**config.mk**
```make
export PLATFORM = sky130hd
export DESIGN_NAME = dwm_dot_unit
export DESIGN_NICKNAME = d
export VERILOG_FILES = /design/src/rtl/dwm_pkg.sv /design/src/rtl/dwm_table.sv /design/src/rtl/dwm_core.sv /design/src/rtl/dwm_lane_array.sv /design/src/rtl/dwm_accum.sv /design/src/rtl/dwm_dot_unit.sv
export SDC_FILE = /design/constraint.sdc
export NUM_CORES = 1
export LEC_CHECK = 0
export ABC_AREA = 1
export BUFFER_PORTS_ARGS = -buffer_cell sky130_fd_sc_hd__buf_2
export CORE_MARGIN = 4
export CORE_UTILIZATION = 45
export CTS_CLUSTER_SIZE = 10
export DETAILED_ROUTE_END_ITERATION = 10
export GPL_TIMING_DRIVEN = 0
export PLACE_DENSITY = 0.67
export SYNTH_ARGS = -nofsm -noshare
export SYNTH_HDL_FRONTEND = slang
export SYNTH_SLANG_ARGS = --single-unit
```
**constraint.sdc**
```tcl
create_clock -name clk -period 8.3 [get_ports clk]
set_clock_uncertainty 0.1 [all_clocks]
set_input_delay 0.415 -clock clk [delete_from_list [all_inputs] [get_ports clk]]
set_output_delay 0.415 -clock clk [all_outputs]
set_load 0.005 [all_outputs]
```
**src/rtl/dwm_pkg.sv**
```systemverilog
// Package dwm_pkg
// Holds the geometry of the table-lookup multiplier and the elaboration-time
// function that fills one dual-output table from a weight pair.
// Assumes 4-bit signed weights, 4-bit unsigned activations, 8-bit products.
package dwm_pkg;
    localparam int ACT_W     = 4;
    localparam int WGT_W     = 4;
    localparam int PROD_W    = 8;
    localparam int IDX_W     = ACT_W + 1;
    localparam int HALF_SZ   = 1 << IDX_W;
    localparam int TBL_SZ    = 2 * HALF_SZ;
    localparam int TBL_PAIRS = PROD_W / 2;

    // Compute the contents of the table for product-bit pair `pair`.
    // The low half feeds bit 2*pair and the high half feeds bit 2*pair+1.
    // Index {sel, act}: sel=0 entries use w_lo, sel=1 entries use w_hi.
    function automatic logic [TBL_SZ-1:0] build_table(
        input logic signed [WGT_W-1:0] w_lo,
        input logic signed [WGT_W-1:0] w_hi,
        input int                      pair
    );
        logic [TBL_SZ-1:0] tbl;
        logic [PROD_W-1:0] pbits;
        int                wval;
        int                pval;
        tbl = '0;
        for (int idx = 0; idx < HALF_SZ; idx++) begin
            wval  = (idx >= (HALF_SZ / 2)) ? int'(w_hi) : int'(w_lo);
            pval  = wval * (idx % (HALF_SZ / 2));
            pbits = pval[PROD_W-1:0];
            tbl[idx]           = pbits[2*pair];
            tbl[HALF_SZ + idx] = pbits[2*pair+1];
        end
        return tbl;
    endfunction
endpackage

```
**src/rtl/dwm_table.sv**
```systemverilog
// Module dwm_table
// Model of a six-input lookup cell whose top input is tied high so that it
// acts as two five-input tables sharing one address. Each output is one bit
// of the contents INIT picked by the shared index.
// Assumes INIT is fixed at elaboration; contents never change at runtime.
module dwm_table
    import dwm_pkg::*;
#(
    parameter logic [TBL_SZ-1:0] INIT = '0
) (
    input  logic [IDX_W-1:0] addr,
    output logic             o_lo,
    output logic             o_hi
);
    // Read the lower half for the even bit and the upper half for the odd bit.
    always_comb begin
        o_lo = INIT[{1'b0, addr}];
        o_hi = INIT[{1'b1, addr}];
    end
endmodule

```
**src/rtl/dwm_core.sv**
```systemverilog
// Module dwm_core
// One lane's multiplier: four dual-output tables addressed by
// {sel, act}, each supplying two bits of the signed product.
// Assumes W_LO and W_HI are 4-bit two's-complement constants.
module dwm_core
    import dwm_pkg::*;
#(
    parameter logic signed [WGT_W-1:0] W_LO = 4'sd1,
    parameter logic signed [WGT_W-1:0] W_HI = -4'sd3
) (
    input  logic              sel,
    input  logic [ACT_W-1:0]  act,
    output logic [PROD_W-1:0] prod
);
    logic [IDX_W-1:0] idx;

    // Form the shared table address.
    always_comb idx = {sel, act};

    // One table per product-bit pair, contents computed at elaboration.
    for (genvar p = 0; p < TBL_PAIRS; p++) begin : g_pair
        localparam logic [TBL_SZ-1:0] PAIR_INIT = build_table(W_LO, W_HI, p);
        dwm_table #(
            .INIT (PAIR_INIT)
        ) u_tbl (
            .addr (idx),
            .o_lo (prod[2*p]),
            .o_hi (prod[2*p+1])
        );
    end
endmodule

```
**src/rtl/dwm_lane_array.sv**
```systemverilog
// Module dwm_lane_array
// LANES parallel table multipliers with a registered output stage. The
// products and the start flag are captured only on valid beats; the valid
// flag is registered every cycle.
// Assumes W0_VEC/W1_VEC pack lane i's weights at bits [4i+:4].
module dwm_lane_array
    import dwm_pkg::*;
#(
    parameter int                    LANES  = 4,
    parameter logic [WGT_W*LANES-1:0] W0_VEC = '0,
    parameter logic [WGT_W*LANES-1:0] W1_VEC = '0
) (
    input  logic                      clk,
    input  logic                      rst_n,
    input  logic                      in_valid,
    input  logic                      in_first,
    input  logic [LANES-1:0]          in_sel,
    input  logic [ACT_W*LANES-1:0]    in_act,
    output logic                      q_valid,
    output logic                      q_first,
    output logic [PROD_W*LANES-1:0]   q_prod
);
    localparam int PW = PROD_W * LANES;

    logic [PW-1:0] prod_c;

    // Instantiate one table multiplier per lane.
    for (genvar l = 0; l < LANES; l++) begin : g_lane
        dwm_core #(
            .W_LO (W0_VEC[WGT_W*l +: WGT_W]),
            .W_HI (W1_VEC[WGT_W*l +: WGT_W])
        ) u_core (
            .sel  (in_sel[l]),
            .act  (in_act[ACT_W*l +: ACT_W]),
            .prod (prod_c[PROD_W*l +: PROD_W])
        );
    end

    // Track beat validity one cycle behind the inputs.
    always_ff @(posedge clk) begin
        if (!rst_n) q_valid <= 1'b0;
        else        q_valid <= in_valid;
    end

    // Capture products and start flag on valid beats only; hold otherwise.
    always_ff @(posedge clk) begin
        if (!rst_n) begin
            q_prod  <= '0;
            q_first <= 1'b0;
        end else if (in_valid) begin
            q_prod  <= prod_c;
            q_first <= in_first;
        end
    end
endmodule

```
**src/rtl/dwm_accum.sv**
```systemverilog
// Module dwm_accum
// Adds the sign-extended lane products of each valid beat into a running
// ACC_W-bit sum, restarting from that beat's sum when the start flag is set.
// Assumes ACC_W >= 8; overflow wraps modulo 2^ACC_W.
module dwm_accum
    import dwm_pkg::*;
#(
    parameter int LANES = 4,
    parameter int ACC_W = 16
) (
    input  logic                    clk,
    input  logic                    rst_n,
    input  logic                    beat_valid,
    input  logic                    beat_first,
    input  logic [PROD_W*LANES-1:0] beat_prod,
    output logic                    acc_valid,
    output logic [ACC_W-1:0]        acc
);
    localparam int EXT = ACC_W - PROD_W;

    logic [ACC_W-1:0] lane_sum;
    logic [ACC_W-1:0] base;

    // Sum all lane products after sign extension to the accumulator width.
    always_comb begin
        lane_sum = '0;
        for (int l = 0; l < LANES; l++) begin
            lane_sum = lane_sum + {{EXT{beat_prod[PROD_W*l + PROD_W-1]}},
                                   beat_prod[PROD_W*l +: PROD_W]};
        end
    end

    // Choose the running value or zero as the base of the update.
    always_comb base = beat_first ? '0 : acc;

    // Update the sum on valid beats; flag the update one cycle later.
    always_ff @(posedge clk) begin
        if (!rst_n) begin
            acc       <= '0;
            acc_valid <= 1'b0;
        end else begin
            acc_valid <= beat_valid;
            if (beat_valid) acc <= base + lane_sum;
        end
    end
endmodule

```
**src/rtl/dwm_dot_unit.sv**
```systemverilog
// Module dwm_dot_unit
// Top level: table-lookup multiplier lanes with registered products and a
// signed dot-product accumulator. Products appear one cycle after a beat,
// the accumulated sum one cycle after the products.
// Assumes weights are elaboration constants packed lane i at [4i+:4].
module dwm_dot_unit
    import dwm_pkg::*;
#(
    parameter int                     LANES  = 4,
    parameter int                     ACC_W  = 16,
    parameter logic [WGT_W*LANES-1:0] W0_VEC = 16'h5081,
    parameter logic [WGT_W*LANES-1:0] W1_VEC = 16'h8F7D
) (
    input  logic                      clk,
    input  logic                      rst_n,
    input  logic                      in_valid,
    input  logic                      in_first,
    input  logic [LANES-1:0]          in_sel,
    input  logic [ACT_W*LANES-1:0]    in_act,
    output logic                      prod_valid,
    output logic [PROD_W*LANES-1:0]   prod_out,
    output logic                      acc_valid,
    output logic [ACC_W-1:0]          acc_out
);
    logic first_q;

    // Multiplier lanes and product register.
    dwm_lane_array #(
        .LANES  (LANES),
        .W0_VEC (W0_VEC),
        .W1_VEC (W1_VEC)
    ) u_lanes (
        .clk      (clk),
        .rst_n    (rst_n),
        .in_valid (in_valid),
        .in_first (in_first),
        .in_sel   (in_sel),
        .in_act   (in_act),
        .q_valid  (prod_valid),
        .q_first  (first_q),
        .q_prod   (prod_out)
    );

    // Dot-product accumulator fed by the registered products.
    dwm_accum #(
        .LANES (LANES),
        .ACC_W (ACC_W)
    ) u_acc (
        .clk        (clk),
        .rst_n      (rst_n),
        .beat_valid (prod_valid),
        .beat_first (first_q),
        .beat_prod  (prod_out),
        .acc_valid  (acc_valid),
        .acc        (acc_out)
    );
endmodule

```
==> Word-level counts from Yosys, hierarchy flattened <==
Memory sizes are Yosys's and may differ from the RTL's. A register that Yosys moved wholly into a read port is not among the register bits.
Index checks and enable logic that the tools add are counted.
{ "word_totals": {"mem_count": 28, "out_inout_bits": 50, "ram_bits": 0, "rom_bits": 896, "register_bits": 51, "latchBits": 0, "elab_cells": 102} }
{ "classes": {"shifts": 0, "n_div": 0, "reduce_logical": 26, "mul": 0, "n_mux": 31, "bitwise": 0, "addsub": 4, "eq_ne": 0, "order_cmp": 8} }
{ "memory_table": {"columns": ["name", "words", "width", "read_ports", "rd_ports_with_merged_regs", "wr", "line_no", "source"], "rows": [
  ["(name not given)", 32, 1, 1, 1, 0, "dwm_table.sv:18", "o_hi = INIT[{1'b1, addr}];"],
  ["(name not given)", 32, 1, 1, 1, 0, "dwm_table.sv:17", "o_lo = INIT[{1'b0, addr}];"],
  ["(name not given)", 32, 1, 1, 1, 0, "dwm_table.sv:18", null],
  ["(name not given)", 32, 1, 1, 1, 0, "dwm_table.sv:17", null],
  ["(name not given)", 32, 1, 1, 1, 0, "dwm_table.sv:17", null],
  ["(name not given)", 32, 1, 1, 1, 0, "dwm_table.sv:18", null],
  ["22 more memories", null, null, null, null, null, null, null]
]} }
{ "op_table": {"columns": ["cell", "n"], "rows": [
  ["$add A16 B16 Y16", 3],
  ["$mux W1", 30],
  ["$lt A5 B7 Y1 const B", 4],
  ["$lt A6 B7 Y1 const B", 4],
  ["$logic_not A1 Y1", 26],
  ["$mux W16", 1],
  ["$add A8 B8 Y9", 1]
]} }

==> Longest topological paths before layout <==
Gate-level depths: netlist of run 1.
{ "depth": {"word_depth": 4, "ltp_mapped": 23, "ltp_nobuf": 23} }

==> Cells and area by module <==
From an unflattened synthesis of run 1, not the netlist that was laid out.
{ "hier_totals": {"hier_cells": 743, "hier_area_um2": 4614.4} }
{ "modules_own_cells": {"columns": ["module", "area_each_um2", "cells_per_inst", "seq_area_each_um2", "instances"], "rows": [
  ["dwm_accum", 2432.3, 357, 340.3, 1],
  ["dwm_lane_array", 1372.6, 212, 680.7, 1],
  ["dwm_table (u_lanes.g_lane[3].u_core.g_pair[2].u_tbl)", 128.9, 24, 0.0, 1],
  ["dwm_table (u_lanes.g_lane[1].u_core.g_pair[2].u_tbl)", 123.9, 25, 0.0, 1],
  ["dwm_table (u_lanes.g_lane[0].u_core.g_pair[1].u_tbl ...)", 60.1, 13, 0.0, 2],
  ["dwm_table (u_lanes.g_lane[0].u_core.g_pair[2].u_tbl ...)", 57.6, 13, 0.0, 2],
  ["dwm_table (u_lanes.g_lane[0].u_core.g_pair[3].u_tbl ...)", 23.8, 5, 0.0, 3],
  ["dwm_table (u_lanes.g_lane[3].u_core.g_pair[1].u_tbl)", 67.6, 16, 0.0, 1],
  ["dwm_table (u_lanes.g_lane[1].u_core.g_pair[1].u_tbl)", 58.8, 14, 0.0, 1],
  ["dwm_table (u_lanes.g_lane[1].u_core.g_pair[0].u_tbl ...)", 23.8, 6, 0.0, 2],
  ["dwm_table (u_lanes.g_lane[2].u_core.g_pair[1].u_tbl)", 46.3, 10, 0.0, 1],
  ["dwm_table (u_lanes.g_lane[0].u_core.g_pair[0].u_tbl)", 15.0, 2, 0.0, 1],
  ["dwm_table (u_lanes.g_lane[3].u_core.g_pair[0].u_tbl)", 15.0, 4, 0.0, 1]
]} }

==> Worst setup path after synthesis of run 1 <==
OpenSTA, ideal clock, no wires.
{ "synth_timing": {"path_type": "reg-to-reg", "startpoint": "register u_lanes.q_prod[0]", "endpoint": "register u_acc.acc[15]", "setup_ps": 109, "path_stages_with_launch": 23, "n_path_buf": 0, "t_arrival_ps": 3539, "synth_period_minus_slack_ps": 3748, "slack_ps": 4552, "cell_sequence": "dfxtp_1 -> ha_1 -> fa_1 -> nand4_1 -> nand3_1 -> nand2_1 -> nand4_1 -> o21ai_0 -> fa_1 -> inv_1 -> fa_1 -> inv_1 -> ha_1 -> nand2_1 -> inv_1 -> nand2_1 -> nand2_1 -> a21oi_1 -> nand2_1 -> nand2_1 -> nand3_1 -> nand2_1 -> inv_1"} }
{ "synth_via": {"elab_chain_cells": 4} }
{ "synth_lines": {"columns": ["element", "line_no", "source"], "rows": [
  ["from (decl)", "dwm_lane_array.sv:21", "output logic [PROD_W*LANES-1:0] q_prod"],
  ["$add A8 B8 Y9", "dwm_accum.sv:28", "lane_sum = lane_sum + {{EXT{beat_prod[PROD_W*l + PROD_W-1]}},"],
  ["$add A16 B16 Y16 (2 in a row)", "dwm_accum.sv:28", null],
  ["$add A16 B16 Y16", "dwm_accum.sv:43", "if (beat_valid) acc <= base + lane_sum;"],
  ["to (signal assigned)", "dwm_accum.sv:43", null],
  ["to (decl)", "dwm_accum.sv:17", "output logic [ACC_W-1:0] acc"]
]} }
Every way passes these cells.
A chain may end at the register's enable or synchronous reset.

==> Worst setup path after layout of run 1 <==
{ "layout_timing": {"startpoint": "register u_lanes.q_prod[0]", "endpoint": "register u_acc.acc[14]"} }
Same word-level chain as after synthesis.

==> qor.csv, run 1 <==
metric,value,unit
outcome,"complete, no violations",
Vias/cell,4.95,
cts bufs inserted,5,
Tmin final,4200,ps
Area Growth Syn to Fin,15.0,%
DP Wirelength,8580,um
CTS tree,built,
Worst Hold Class,input port to flip-flop,
crit path kind,flip-flop to flip-flop,
Total Wirelength,10300,um
Die Wd,104,um
CP required,8420,ps
initial drt markers,117,
number of synthesized flops with an enable pin,0,
Initial Util,46.7,%
syn nets,685,
Clock Tree Buf Depth,2,
Setup-failing EPs final,0,
port bufs,72,
Final Hold Fails,0,
hold_ws,220,ps
IO Pins,74,
CTS Hold Bufs,0,
Critical Path Fanout Max,7,
Core Region,0.00881,mm^2
worst hold stages,3,
routed vias,3863,
FF-to-FF path depth,22,
critical path arrival,4320,ps
Final Power,0.800,mW
Synth area leaders,"dfxtp_1 (23%), ha_1 (13%), nand2_1 (13%)",
Root Buffer,clkbuf_8,
Slew @ Worst Pin,541,ps
asr flop ratio synth,0,%
"Cell Area, Synth",0.00411,mm^2
global route overflow,0,
Synth area leader,dfxtp_1,
RSZ-0062 raised after global routing,false,
commonest cells in the netlist,"nand2_1 (143), inv_1 (133), dfxtp_1 (47)",
drt wl/cell,13.2,um
Slew HR,64.0,%
predominant post-synthesis flop cell,dfxtp_1,
DRC viols,0,
DP Worst Slack,4090,ps
Setup WS post-layout,4100,ps
CP Launch Type,flip-flop,
final max-slew violation count,0,
# diodes,0,
H-tree depth,2,
vias in the first global route,3855,
CP Capture Type,flip-flop,
DIE AREA,0.0107,mm^2
clock tree sinks,47,
clk slew on worst S/H paths,100,ps
Layout Utilization,53.7,%
maxcap violations,0,
highest achievable clock rate,0.238,GHz
Leak,2.74,nW
Resized cells post-CTS,0,
library cells used by synthesis,33,
remaining antenna violation count after routing,0,
share of the synthesized area in the top cell type,22.9,%
"flops & latches, synth",47,
Final Wtd Congestion,0.846,
row cnt,34,
largest net degree at the start of global routing,16,
TritonRoute pass-1 iters,7,
share of the clock period used by the worst path,50.6,%
Clock Latency Late Sink,310,ps
synth warn,0,
Final TNS setup,0,ps
top-count cell post-synth,nand2_1,
Setup Buffers After CTS,0,
power per cell area,169,mW/mm^2
initial antenna violation count,0,
share of layout cells above drive strength 1,15.3,%
maximum vdd drop,0.0000731,V
Synth Area per Inst,6.93,um^2
DIE HEIGHT,104,um
Final nets,764,
gr usage total,19.8,%
sequential area share after synthesis,22.9,%
first-pass GRT wire length,17800,um
Mapped Cells,593,
[through the flow]
stage,cells,instance area (um^2)
after floorplan,593,4110
after global placement,773,4610
after detailed placement,773,4610
after CTS,781,4730
after global routing,781,4730
final,781,4730
[cell usage in the layout (no fill, tap or decap), types with 2 or more instances in the layout]
cell type and count:
a21oi_1 30, a31oi_1 2, a32o_1 2, buf_2 79, buf_4 5, clkbuf_1 2
clkbuf_8 6, dfxtp_1 47, fa_1 25, ha_1 43, inv_1 133, inv_2 4
nand2_1 143, nand3_1 38, nand4_1 7, nor2_1 40, nor2_2 4, o211ai_1 5
o21ai_0 22, o21ai_1 5, o221ai_1 2, o22ai_1 2, o31ai_1 2, xnor2_1 5
xor2_1 9
[critical path, cell delays in order, from the launching register on]
cell and delay, ps:
dfxtp_1 350, ha_1 230, fa_1 430, nand4_1 130, nand3_1 110, nand2_1 80, nand4_1 60, o21ai_0 100
fa_1 460, inv_1 370, fa_1 470, inv_1 70, ha_1 280, nand2_1 120, inv_1 50, nand2_1 60
nand2_1 70, a21oi_1 230, nand2_1 80, nand2_1 60, nand3_1 60, nand2_1 70, inv_1 30
[final cells by class]
cell class              instances  area (um^2)
fillers                       891         4080
multi-input cells             394         2570
flip-flops and latches         47          941
inverters                     137          514
repair buffers                 72          360
well taps                     108          135
plain buffers                  15         83.8
clock buffers                   6         82.6
clock inverters                 2         38.8
[power breakdown]
| part | total [mW] | internal [mW] | leakage [nW] | switching (mW) |
|---|---|---|---|---|
| Clock | 0.187 | 0.0993 | 0.0618 | 0.0875 |
| Combinational | 0.355 | 0.136 | 2.30 | 0.218 |
| Sequential | 0.258 | 0.242 | 0.387 | 0.0160 |
[registers in the layout, summed over array words and instances (netlist names)]
name	count
u_acc.acc	16
u_lanes.q_first	1
u_lanes.q_prod	28
u_acc.acc_valid	1
u_lanes.q_valid	1
[routing by layer]
metal	vias to the layer above	GRT usage [%]	part of all wire [%]
met5	-	0	0
met4	0	5.70	1.5
met3	12	3.48	5.4
met2	89	35.1	50
met1	1774	24.8	43
li1	1988	-	-
[cell families (layout without fill, tap and decap cells)]
| kind of cell | count (synthesis) | count (layout) | share of synthesized area, % |
|---|---|---|---|
| buffers and inverters | 152 | 232 | 14.5 |
| AOI/OAI and AO/OA | 77 | 77 | 10.8 |
| adders and majority gates | 68 | 68 | 25.3 |
| and+or+nand+nor | 235 | 235 | 23.6 |
| DFF | 47 | 47 | 22.9 |
| xor gates and xnor gates | 14 | 14 | 2.98 |
[final timing paths]
check,startpoint,to,slack [ps]
min,in_first,u_lanes.q_first,220
min reg2reg,u_acc.acc[0],u_acc.acc[0],380
max,u_lanes.q_prod[0],u_acc.acc[14],4100
max reg2reg,u_lanes.q_prod[0],u_acc.acc[14],4100
No activity file was read; power rests on OpenSTA's default activity.
==> inputs of run 2 (changes only) <==
clock period = 4.4 ns   (was 8.3 ns; I/O delays follow)
==> run 2 against run 1 <==
Compared with the run above: global-route usage stayed put; routed wire length is 0.85% higher; non-clock buffer count is 2 higher; via count is 0.10% higher; cell count is 0.26% higher; flip-flop and latch count stayed put; core utilization is 0.64 points higher; register-to-register slack worse by 3800 ps; critical path depth stayed put.
==> qor.csv, run 2 (synthesis gave the netlist of run 1 again) <==
metric,value,unit,change
outcome,"complete, no violations",,
Crit path max-delay family,adder cells,,
Clock Tree Buf Depth,2,,unchanged
final max-slew violation count,0,,unchanged
crit-path cells,ha_1 -> fa_2 -> nand4_1 -> nand3_1 -> nand2_1 -> nand4_1 -> o21ai_0 -> fa_1 -> clkinvlp_4 -> buf_4 -> fa_1 -> inv_1 -> ha_2 -> nand2_1 -> nor2_2 -> inv_1 -> nor2_2 -> nand2_1 -> nand3_1 -> nand3_1 -> nand2_1 -> inv_1,,
TritonRoute pass-1 iters,4,,-3
# diodes,0,,unchanged
clock tree sinks,47,,unchanged
drt wl/cell,13.2,um,+0.59%
max incr delay on CP,560,ps,+90 ps
clk slew on worst S/H paths,100,ps,about the same
crit path kind,flip-flop to flip-flop,,
DIE HEIGHT,104,um,unchanged
initial antenna violation count,0,,unchanged
H-tree depth,2,,unchanged
largest net degree at the start of global routing,16,,unchanged
remaining antenna violation count after routing,0,,unchanged
Critical Path Fanout Max,6,,-1
max reg flops,28,,unchanged
routed vias,3867,,+0.10%
Placed Cells incl. Taps,773,,unchanged
Slew @ Worst Pin,549,ps,+8.20 ps
switching share of power,40.1,%,-0.17 points
Root Buffer,clkbuf_8,,
Setup-failing EPs final,0,,unchanged
Initial Util,46.7,%,unchanged
Hold Crit Start,in_first,,
port bufs,72,,unchanged
hold path endpoint,u_lanes.q_first,,
CP max stage cell,fa_1,,
fin cells,783,,+0.26%
IO Pins,74,,unchanged
Area Growth Syn to Fin,16.4,%,
DIE AREA,0.0107,mm^2,unchanged
CTS Hold Bufs,0,,unchanged
Die Wd,104,um,unchanged
maximum vdd drop,0.000138,V,+88%
CP Launch Type,flip-flop,,
CP Capture Type,flip-flop,,
critical path buffer and inverter count,5,,+1
Leak,2.74,nW,-0.14%
power per cell area,320,mW/mm^2,+89%
Largest Register,u_lanes.q_prod,,
Core Region,0.00881,mm^2,unchanged
cts bufs inserted,5,,unchanged
sw power,0.613,mW,+90%
CP dominant cell by count,nand2_1,,
row cnt,34,,unchanged
most frequent cells in the layout,"nand2_1 (143), inv_1 (132), buf_2 (79)",,
gr usage total,19.8,%,unchanged
post-route cell area,0.00478,mm^2,+1.2%
Clock Latency Late Sink,310,ps,about the same
RR Endpoint,u_acc.acc[14],,
Final nets,766,,+0.26%
Clock Power Share,22.9,%,-0.5 points
highest achievable clock rate,0.244,GHz,+2.4%
Setup WS post-layout,298,ps,-3800 ps
worst hold stages,3,,unchanged
CP required,4510,ps,-3910 ps
CTS tree,built,,
Final Wtd Congestion,0.846,,unchanged
maxcap violations,0,,unchanged
Slew HR,63.4,%,-0.55 points
Tmin final,4100,ps,-99.8 ps
share of layout cells above drive strength 1,16.7,%,+1.4 points
Total Wirelength,10400,um,+0.85%
Vias/cell,4.94,,-0.15%
"setup slack, reg-to-reg",300,ps,-3800 ps
initial drt markers,138,,+18%
critical path arrival,4220,ps,-100 ps
combinational share of power,45.1,%,+0.8 points
Worst Hold Class,input port to flip-flop,,
share of the clock period used by the worst path,93.2,%,+43 points
reg-to-reg startpoint,u_lanes.q_prod[0],,
DP Worst Slack,191,ps,-3900 ps
first-pass GRT wire length,17800,um,unchanged
Layout Utilization,54.3,%,+0.64 points
Seq pwr share,31.9,%,-0.4 points
Pint,0.917,mW,+92%
Area after DPL,0.00461,mm^2,unchanged
DRC viols,0,,unchanged
FF-to-FF path depth,22,,unchanged
global route overflow,0,,unchanged
DP Wirelength,8580,um,unchanged
Largest regs,"u_lanes.q_prod: 28 flops, u_acc.acc: 16 flops",,
vias in the first global route,3855,,unchanged
Final Hold Fails,0,,unchanged
"most common cell after layout, fill and taps aside",nand2_1,,
## run 2: changes by cell type in the layout (fill, tap and decap cells not counted), sizes merged
| cell | previous run | this run |
|---|---|---|
| inv | 138 | 137 |
| buf | 85 | 87 |
| clkinvlp | 0 | 1 |
## run 2: worst max path at each step
stage | startpoint | end | cells after the start
2_1_floorplan | u_lanes.q_prod[0] | u_acc.acc[15] | 22
6_report | u_lanes.q_prod[0] | u_acc.acc[14] | 22
4_1_cts | u_lanes.q_prod[0] | u_acc.acc[14] | 22
3_5_place_dp | u_lanes.q_prod[0] | u_acc.acc[14] | 22
5_1_grt | u_lanes.q_prod[12] | u_acc.acc[14] | 23
3_3_place_gp | u_lanes.q_prod[8] | u_acc.acc[14] | 22
## run 2: power by group through the flow
stage	Clock (mW)	Sequential [mW]	Combinational, mW
floorplan	0	0.493	0.497
global placement	0	0.498	0.650
detailed placement	0	0.498	0.668
CTS	0.362	0.488	0.672
global route	0.376	0.494	0.803
finish	0.351	0.488	0.690
## run 2: worst min-delay path, cell delays in order
cell and delay, ps:
buf_2 90, nand2_1 40, o21ai_0 50
## run 2: layer usage
metal,wire length [um],GRT usage (%)
met1,4480,24.8
met2,5190,35.1
met3,554,3.48
met4,149,5.70
met5,0,0
## run 2: final cells by class
cell class	instances	area (um^2)
multi-input combinational	394	2610
timing repair buffer	74	375
buffer	15	83.8
clock buffer	6	82.6
inverter	137	518
fill	879	4020
tap	108	135
clock inverter	2	38.8
sequential	47	942
## run 2: repair_timing
| action | 4_1_cts | 5_1_grt |
|---|---|---|
| buffers inserted | 0 | 2 |
| endpoints found under the setup margin | 0 | 6 |
| gates resized for setup | 0 | 8 |
## run 2: metrics by stage
| step | total power, mW | TNS, ps | hold slack, ps |
|---|---|---|---|
| 2_1_floorplan | 0.990 | 0 | 233 |
| 5_1_grt | 1.67 | -5.56 | 17.9 |
| 6_report | 1.53 | 0 | 26.9 |
| 4_1_cts | 1.52 | 0 | 17.5 |
| 3_3_place_gp | 1.15 | 0 | 342 |
| 3_5_place_dp | 1.17 | 0 | 342 |
